--- src/rtl/perm_rc_pkg.sv ---
package perm_rc_pkg;

  typedef enum logic [1:0] {
    ACC_LOAD  = 2'b00,
    ACC_STORE = 2'b01,
    ACC_FETCH = 2'b10,
    ACC_ALT   = 2'b11
  } acc_e;

  // permission vector order: [2] read, [1] write, [0] execute
  localparam int PB_RD = 2;
  localparam int PB_WR = 1;
  localparam int PB_EX = 0;
  localparam int NPERM = 3;

  // entry field positions
  localparam int EB_PERM_LO = 0;
  localparam int EB_PRIV    = 3;
  localparam int EB_ATT_LO  = 4;
  localparam int EB_ATT_HI  = 5;
  localparam int EB_CHG     = 7;
  localparam int EB_REF     = 8;
  localparam logic [1:0] ATT_NONIDEM_IO = 2'b10;

  // cause word bit positions
  localparam int CB_GUARD = 28;
  localparam int CB_PROT  = 27;
  localparam int CB_STORE = 25;

  typedef enum logic [1:0] {
    ST_IDLE = 2'b00,
    ST_EVAL = 2'b01,
    ST_WB   = 2'b10
  } st_e;

endpackage

--- src/rtl/perm_eval.sv ---
module perm_eval
  import perm_rc_pkg::*;
#(
  parameter int ENTRY_W = 64,
  parameter int CAUSE_W = 32
) (
  input  logic [ENTRY_W-1:0] entry,
  input  logic [1:0]         acc,
  input  logic               prob,
  input  logic               part,
  input  logic [NPERM-1:0]   amr,
  output logic [NPERM-1:0]   grant,
  output logic               fault,
  output logic [CAUSE_W-1:0] cause
);

  logic [NPERM-1:0] enc;
  logic [NPERM-1:0] mask;
  logic [NPERM-1:0] avail;
  logic [NPERM-1:0] need;
  logic             priv;
  logic             io_fetch;
  logic             use_amr;
  logic             deny_all;
  logic             prot;
  logic             is_store;

  assign enc      = entry[EB_PERM_LO +: NPERM];
  assign priv     = entry[EB_PRIV];
  assign is_store = (acc == ACC_STORE);
  assign io_fetch = (entry[EB_ATT_HI:EB_ATT_LO] == ATT_NONIDEM_IO) && (acc == ACC_FETCH);
  assign deny_all = !part && priv && prob;
  assign use_amr  = !part && !priv && !prob;

  // per-bit authority-mask gating
  for (genvar g = 0; g < NPERM; g++) begin : g_mask
    assign mask[g]  = use_amr ? amr[g] : 1'b1;
    assign avail[g] = !deny_all && enc[g] && mask[g];
  end

  always_comb begin
    need = '0;
    unique case (acc)
      ACC_STORE: need[PB_WR] = 1'b1;
      ACC_FETCH: need[PB_EX] = 1'b1;
      default:   need[PB_RD] = 1'b1;
    endcase
  end

  assign prot  = |(need & ~avail);
  assign fault = io_fetch || prot;

  always_comb begin
    cause = '0;
    if (io_fetch) begin
      cause[CB_GUARD] = 1'b1;
    end else if (prot) begin
      cause[CB_PROT]  = 1'b1;
      cause[CB_STORE] = is_store;
    end
  end

  always_comb begin
    grant = avail;
    if (!is_store) grant[PB_WR] = 1'b0;
    if (fault)     grant = '0;
  end

endmodule

--- src/rtl/rc_update.sv ---
module rc_update
  import perm_rc_pkg::*;
#(
  parameter int ENTRY_W = 64
) (
  input  logic [ENTRY_W-1:0] entry,
  input  logic [1:0]         acc,
  output logic [ENTRY_W-1:0] upd,
  output logic               changed
);

  always_comb begin
    upd          = entry;
    upd[EB_REF]  = 1'b1;
    if (acc == ACC_STORE) upd[EB_CHG] = 1'b1;
  end

  assign changed = (upd != entry);

endmodule

--- src/rtl/perm_rc_unit.sv ---
module perm_rc_unit
  import perm_rc_pkg::*;
#(
  parameter int ENTRY_W = 64,
  parameter int ADDR_W  = 48,
  parameter int CAUSE_W = 32
) (
  input  logic               clk,
  input  logic               rst,
  input  logic               req_valid,
  output logic               req_ready,
  input  logic [ENTRY_W-1:0] req_entry,
  input  logic [ADDR_W-1:0]  req_addr,
  input  logic [1:0]         req_acc,
  input  logic               req_prob,
  input  logic               req_part,
  input  logic [2:0]         req_amr,
  output logic               done,
  output logic               fault,
  output logic [CAUSE_W-1:0] cause,
  output logic [2:0]         grant,
  output logic               wb_valid,
  input  logic               wb_ready,
  output logic [ADDR_W-1:0]  wb_addr,
  output logic [ENTRY_W-1:0] wb_data
);

  st_e                state_q;
  logic [ENTRY_W-1:0] entry_q;
  logic [ADDR_W-1:0]  addr_q;
  logic [1:0]         acc_q;
  logic               prob_q;
  logic               part_q;
  logic [NPERM-1:0]   amr_q;

  logic [NPERM-1:0]   ev_grant;
  logic               ev_fault;
  logic [CAUSE_W-1:0] ev_cause;
  logic [ENTRY_W-1:0] ev_upd;
  logic               ev_changed;

  assign req_ready = (state_q == ST_IDLE);

  perm_eval #(.ENTRY_W(ENTRY_W), .CAUSE_W(CAUSE_W)) u_eval (
    .entry (entry_q),
    .acc   (acc_q),
    .prob  (prob_q),
    .part  (part_q),
    .amr   (amr_q),
    .grant (ev_grant),
    .fault (ev_fault),
    .cause (ev_cause)
  );

  rc_update #(.ENTRY_W(ENTRY_W)) u_rc (
    .entry   (entry_q),
    .acc     (acc_q),
    .upd     (ev_upd),
    .changed (ev_changed)
  );

  // request capture
  always_ff @(posedge clk) begin
    if (rst) begin
      entry_q <= '0;
      addr_q  <= '0;
      acc_q   <= ACC_LOAD;
      prob_q  <= 1'b0;
      part_q  <= 1'b0;
      amr_q   <= '0;
    end else if (req_valid && req_ready) begin
      entry_q <= req_entry;
      addr_q  <= req_addr;
      acc_q   <= req_acc;
      prob_q  <= req_prob;
      part_q  <= req_part;
      amr_q   <= req_amr;
    end
  end

  // sequencing and registered results
  always_ff @(posedge clk) begin
    if (rst) begin
      state_q  <= ST_IDLE;
      done     <= 1'b0;
      fault    <= 1'b0;
      cause    <= '0;
      grant    <= '0;
      wb_valid <= 1'b0;
      wb_addr  <= '0;
      wb_data  <= '0;
    end else begin
      done <= 1'b0;
      unique case (state_q)
        ST_IDLE: begin
          if (req_valid) state_q <= ST_EVAL;
        end
        ST_EVAL: begin
          fault <= ev_fault;
          cause <= ev_cause;
          grant <= ev_grant;
          if (!ev_fault && ev_changed) begin
            wb_valid <= 1'b1;
            wb_addr  <= addr_q;
            wb_data  <= ev_upd;
            state_q  <= ST_WB;
          end else begin
            done    <= 1'b1;
            state_q <= ST_IDLE;
          end
        end
        ST_WB: begin
          if (wb_ready) begin
            wb_valid <= 1'b0;
            done     <= 1'b1;
            state_q  <= ST_IDLE;
          end
        end
        default: state_q <= ST_IDLE;
      endcase
    end
  end

endmodule

--- config.mk ---
export PLATFORM = sky130hd
export DESIGN_NAME = perm_rc_unit
export DESIGN_NICKNAME = d
export VERILOG_FILES = /design/src/rtl/perm_rc_pkg.sv /design/src/rtl/perm_eval.sv /design/src/rtl/rc_update.sv /design/src/rtl/perm_rc_unit.sv
export SDC_FILE = /design/constraint.sdc
export NUM_CORES = 1
export LEC_CHECK = 0
export ABC_AREA = 1
export BUFFER_PORTS_ARGS = -buffer_cell sky130_fd_sc_hd__buf_2
export CORE_MARGIN = 3
export CORE_UTILIZATION = 53
export CTS_BUF_LIST = sky130_fd_sc_hd__clkbuf_4
export DETAILED_ROUTE_END_ITERATION = 8
export PLACE_DENSITY = 0.82
export SLEW_MARGIN = 20
export SYNTH_ARGS = -nofsm -noshare
export SYNTH_HDL_FRONTEND = slang
export SYNTH_SLANG_ARGS = --single-unit
--- constraint.sdc ---
create_clock -name clk -period 2 [get_ports clk]
set_input_delay 0.4 -clock clk [delete_from_list [all_inputs] [get_ports clk]]
set_output_delay 0.4 -clock clk [all_outputs]
set_load 0.01 [all_outputs]
==> impl_metrics.csv, run 1 <==
group,metric,value,unit
yosys,synth_cell_types,24,
sta,setup_violations,0,
critical_path,start_kind,"flip-flop",
die,core_area,16600,µm²
die,die_area,18700,µm²
die,chipHeight,137,µm
yosys,synthArstFlopShare,0,%
sta,max_freq,0.526,GHz
critical_path,slowest_stage,"dfxtp_1",
sta,rsz0062_at_grt,"no",
placement,placed_cells,1522,
critical_path,r2r_end,"wb_addr[4]",
hold_path,hold_end,"addr_q[38]",
finish,multi_input_area,3620,µm²
finish,synthToLayoutAreaGrowth,30.5,%
placement,place_congestion,0.820,
die,die_w,137,µm
yosys,synth_commonest_cells,"nor2_1, dfxtp_1, o21ai_0, o21bai_1, clkbuf_1",
finish,fin_util,70.9,%
yosys,yosysMostFrequentCell,"nor2_1",
finish,drive_above_1_share,23.9,%
critical_path,crit_fanout,3,
placement,portBuffers,244,
critical_path,crit_type,"flip-flop to output port",
global_route,met3_usage,6.62,%
die,io_pins,274,
global_route,grt_use_met2,45.5,%
critical_path,cp.arrival,1.50,ns
sta,fin_ws,0.0996,ns
critical_path,ff2ff_setup_slack,0.20,ns
power_and_ir_drop,leakage,5.36,nW
sta,drv_slew,0,
power_and_ir_drop,powerDensity,947,nW/µm²
yosys,synth.area.top_cells,"dfxtp_1, nor2_1, o21bai_1",
critical_path,required,1.60,ns
clocking,cts-root-buf,"clkbuf_4",
yosys,synth_area_per_cell,8.09,µm²
critical_path,rr_startpoint,"acc_q[0]",
sta,hold_viol,0,
finish,fin_nets,1576,
sta,hold_ws,0.0432,ns
outcome,status,"completed",
power_and_ir_drop,ir_drop,0.611,mV
power_and_ir_drop,swShare,28.5,%
global_route,gr-usage-all-layers,25.8,%
global_route,grt_pass1_vias,8463,
route,wire_per_inst,14.7,µm
power_and_ir_drop,internal_power,7.99,mW
route,vias,8634,
yosys,synth-edff-count,0,
global_route,grt_max_degree,118,
yosys,synth_mux_area_share,0,%
route,ant_nets,0,
power_and_ir_drop,total_power,11.2,mW
yosys,ys_ff_latch,242,
yosys,synth_top_family_by_area,"simple AND/OR/NAND/NOR gates",
clocking,cts_tree,"done",
yosys,ys_seq_area_share,53.5,%
power_and_ir_drop,combPwrFrac,17.6,%
placement,post_dp_cell_area,10300,µm²
finish,fin_cells,1702,
critical_path,worst_setup_path_end_kind,"output port",
hold_path,hold_depth,3,
power_and_ir_drop,power.switching,3.19,mW
global_route,grt_pass1_wl,39000,µm
route,wl,25000,µm
route,route.detailed.drc,0,
critical_path,path_cells,"inv_1 -> ha_1 -> buf_2",
sta,period_share,95.0,%
finish,fin_area,11800,µm²
clocking,htree_levels,2,
yosys,syn_area,9050,µm²
yosys,synth_xor_area_share,0,%
clocking,clock_latency,0.65,ns
die,fp-row-count,47,
sta,tightest_slew,0.574,ns
clocking,clockBufferDepth,3,
power_and_ir_drop,clkPwrFrac,32.8,%
route,drt_iter0_drc,467,
global_route,top_usage_layer,"met2",
yosys,synth_ff_type,"dfxtp_1",
sta,finalCriticalPeriod,1.90,ns
global_route,antenna_found_initial,3,
critical_path,slowest_delay,0.36,ns
critical_path,reg2reg_depth,9,
sta,setup_tns,0,ns
yosys,syn_inst,1119,
clocking,cts.clk_slew.worst_paths,0.06,ns
yosys,synth-compound-area-share,17.4,%
placement,hpwl,14100,µm
yosys,synth_top_cell_area_share,53.5,%
clocking,post-cts-setup-buffer-count,0,
hold_path,hp-start,"req_addr[38]",
yosys,yosys.area_share.adder,0.691,%
power_and_ir_drop,seqPwrFrac,49.6,%
sta,finClkSkew,0.0266,ns
finish,nFillCells,1279,
placement,place_ws,0.223,ns
route,viasPerCell,5.07,
sta,slew_headroom,61.7,%
finish,register_area,4840,µm²
yosys,synth-simple-area-share,20.6,%
die,start_util,54.4,%
hold_path,holdCritPathClass,"input port to flip-flop",
global_route,overflow,0,
global_route,grt_use_met1,28.0,%
yosys,yosys_warnings,0,
route,drtPass1Iterations,5,
clocking,clock_sinks,242,
clocking,numCtsBuffers,59,
job,drv_cap,0,
yosys,yosysTopAreaCell,"dfxtp_1",
==> cells by family (layout without fill, tap and decap cells) <==
family / after synthesis / in the layout
and+or+nand+nor: 486 / 486
other: 1 / 32
adders and majority gates: 5 / 5
AOI/OAI and AO/OA: 257 / 257
DFF: 242 / 242
buffers and inverters: 128 / 460
==> placed cells by master, fill, tap and decap left out <==
cell type      instances
nor2_1               449
buf_2                243
dfxtp_1              242
o21ai_0              125
o21bai_1             110
dlygate4sd3_1         85
clkbuf_4              83
conb_1                29
nand2_1               20
inv_1                 19
a21oi_1               19
clkinv_1               9
buf_12                 9
buf_4                  8
nand3_1                6
nand4_1                5
ha_1                   5
diode_2                3
clkinv_2               2
inv_4                  2
nor2_2                 2
nand2_4                1
a21boi_2               1
nor2_4                 1
o21ai_1                1
nand3_4                1
or2_2                  1
o21a_1                 1
==> worst max-delay path by stage <==
stage	slack (ns)	to	cells after the start	startpoint
6_report	0.1	req_ready	3	state_q[0]
5_1_grt	0.01	req_ready	3	state_q[0]
4_1_cts	0.04	req_ready	3	state_q[0]
3_5_place_dp	0.22	wb_data[54]	8	acc_q[0]
3_3_place_gp	0.30	wb_data[53]	9	acc_q[0]
2_1_floorplan	0.33	wb_addr[0]	9	acc_q[0]
==> power by group through the flow <==
stage               combinational [mW]  clock, mW  sequential [mW]
floorplan                         1.16          0             5.69
global placement                  1.76          0             5.62
detailed placement                1.80          0             5.64
CTS                               1.94       3.76             5.54
global route                      2.22       4.00             5.59
finish                            1.97       3.66             5.54
==> layer usage <==
| layer | routed length (µm) | up-vias |
|---|---|---|
| met5 | 11 | - |
| met4 | 1230 | 2 |
| met3 | 1790 | 93 |
| met2 | 12300 | 342 |
| met1 | 9680 | 3976 |
| li1 | - | 4221 |
==> sequential cells by signal (all words and copies together), names as in the netlist <==
register	cells
addr_q	48
entry_q	64
prob_q	1
state_q	2
wb_addr	48
wb_data	64
cause	3
wb_valid	1
amr_q	3
part_q	1
grant	3
fault	1
acc_q	2
done	1
==> worst max-delay path: cells and delay by family (launching register included) <==
| kind | cells | cell delay [ns] |
|---|---|---|
| adders and majority gates | 1 | 0.25 |
| buffers and inverters | 2 | 0.24 |
| DFF | 1 | 0.36 |
==> final cells by class <==
class / instances / share of cell area, %
Sequential cell: 242 / 41.0
Clock inverter: 9 / 0.297
Tap cell: 220 / 2.33
Timing Repair Buffer: 345 / 19.5
Inverter: 23 / 0.784
Multi-Input combinational cell: 777 / 30.7
Antenna cell: 3 / 0.0636
Clock buffer: 83 / 5.28
==> timing repair <==
item | CTS | global route
resized for setup | 0 | 0
endpoints found under the hold margin | 85 | 0
hold buffers | 85 | 0
Power figures use the tool's default switching activity.
==> inputs of run 2 (changes only) <==
--- a/config.mk
+++ b/config.mk
@@ -11,7 +11,7 @@
 export CORE_UTILIZATION = 53
 export CTS_BUF_LIST = sky130_fd_sc_hd__clkbuf_4
 export DETAILED_ROUTE_END_ITERATION = 8
-export PLACE_DENSITY = 0.82
+export PLACE_DENSITY = 0.87
 export SLEW_MARGIN = 20
 export SYNTH_ARGS = -nofsm -noshare
 export SYNTH_HDL_FRONTEND = slang
==> run 2 against run 1 <==
The run now ends with negative setup slack left. Total power rose by 3.4%. Critical path depth rose by 5. Setup slack worse by 0.11 ns. Combinational power about the same. Sequential cell count stayed put. Non-clock buffer count grew 11. Hold slack about the same. Final area rose by 1.6%. Utilization rose by 1.2 points. Maximum frequency is 5.7% lower. Critical endpoint is now wb_addr[18]. Highest routed layer is now met4.
==> impl_metrics.csv, run 2 (synthesized netlist as in run 1, its figures left out) <==
group,metric,value,unit
die,io_pins,274,
route,wire_per_inst,14.9,µm
outcome,status,"complete, but fails checks",
clocking,htree_levels,2,
global_route,antenna_found_initial,1,
sta,max_freq,0.496,GHz
clocking,numCtsBuffers,61,
route,vias,8841,
finish,fin_util,72.1,%
finish,final_common_cell,"nor2_1",
route,drtPass1Iterations,5,
power_and_ir_drop,leakage,5.47,nW
critical_path,crit_type,"flip-flop to flip-flop",
sta,finalCriticalPeriod,2.02,ns
finish,drive_above_1_share,24.5,%
finish,register_area,4840,µm²
sta,slew_headroom,57.1,%
route,route.detailed.drc,0,
die,chipHeight,137,µm
clocking,cts_tree,"done",
die,start_util,54.4,%
sta,period_share,101,%
sta,rsz0062_at_grt,"yes",
clocking,cts-root-buf,"clkbuf_4",
placement,hpwl,14800,µm
job,drv_cap,0,
critical_path,crit_fanout,53,
route,drt_iter0_drc,550,
sta,fin_ws,-0.0152,ns
global_route,grt_pass1_wl,40200,µm
finish,multi_input_area,3620,µm²
sta,tightest_slew,0.643,ns
critical_path,start_kind,"flip-flop",
sta,hold_ws,0.0427,ns
clocking,clock_latency,0.67,ns
clocking,post-cts-setup-buffer-count,0,
placement,place_ws,0.0768,ns
route,wl,25900,µm
global_route,gr-usage-all-layers,26.5,%
finish,fin_nets,1589,
global_route,overflow,0,
global_route,grt_pass1_vias,8466,
finish,synthToLayoutAreaGrowth,32.7,%
power_and_ir_drop,ir_drop,0.563,mV
die,die_area,18700,µm²
sta,finClkSkew,0.0477,ns
sta,hold_viol,0,
placement,post_dp_cell_area,10300,µm²
clocking,clockBufferDepth,3,
die,core_area,16600,µm²
finish,largest_registers,"entry_q (64), wb_data (64)",
route,viasPerCell,5.10,
sta,setup_violations,1,
finish,mostFrequentLayoutCells,"nor2_1, buf_2, dfxtp_1, o21ai_0, o21bai_1",
global_route,grt_max_degree,89,
clocking,cts.clk_slew.worst_paths,0.07,ns
placement,place_congestion,0.841,
sta,drv_slew,0,
critical_path,required,2.57,ns
clocking,clock_sinks,242,
die,fp-row-count,47,
die,die_w,137,µm
finish,nFillCells,1177,
finish,fin_area,12000,µm²
critical_path,worst_setup_path_end_kind,"flip-flop",
placement,portBuffers,244,
critical_path,cp.arrival,2.58,ns
hold_path,holdCritPathClass,"input port to flip-flop",
power_and_ir_drop,powerDensity,963,nW/µm²
route,ant_nets,0,
outcome,violations,"negative setup slack",
## run 2: layout make-up
type	instances	area share, %
tap	220	2.29
clock buffer	89	5.57
inverter	23	0.771
clock inverter	24	0.824
sequential	242	40.4
timing repair buffer	356	19.9
antenna	4	0.0834
multi-input combinational	777	30.2
## run 2: power breakdown
part           internal, mW  total (mW)  switching [mW]
clock network          2.06        4.01            1.95
registers              5.30        5.55           0.255
logic                 0.831        2.00            1.17
## run 2: final timing paths
| path | endpoint | cells past startpoint | from | slack (ns) |
|---|---|---|---|---|
| worst max-delay path | wb_addr[18] | 8 | part_q | -0.02 |
| worst min-delay path | amr_q[1] | 3 | req_amr[1] | 0.04 |
| worst max register to register | wb_addr[18] | 8 | part_q | -0.02 |
| worst min register to register | amr_q[0] | 2 | amr_q[0] | 0.46 |
## run 2: metal layers
metal  track usage (%)  wire [µm]
met1              30.3       9930
met2              45.7      12900
met3              6.43       1970
met4              13.9       1130
met5                 0          0
## run 2: per-stage QoR
| stage | std cells | TNS [ns] | power (mW) |
|---|---|---|---|
| after global routing | 1732 | -9.30 | 12.2 |
| after detailed placement | 1524 | 0 | 7.45 |
| final | 1735 | -0.0152 | 11.6 |
| after floorplan | 1147 | 0 | 6.85 |
| after global placement | 1524 | 0 | 7.38 |
| after CTS | 1730 | 0 | 11.6 |
## run 2: critical path, stage by stage (launching register included)
cell and delay, ns:
dfxtp_1 0.33, nor2_1 0.18, nand3_1 0.17, a21boi_2 0.24, nor2_4 0.07, nand3_4 0.08, buf_4 0.52, o21bai_1 0.18
nor2_1 0.11
## run 2: timing repair
item	4_1_cts	5_1_grt
resized for setup	0	1
hold endpoints to repair	93	1
hold buffers	93	1
endpoints found under the setup margin	0	111
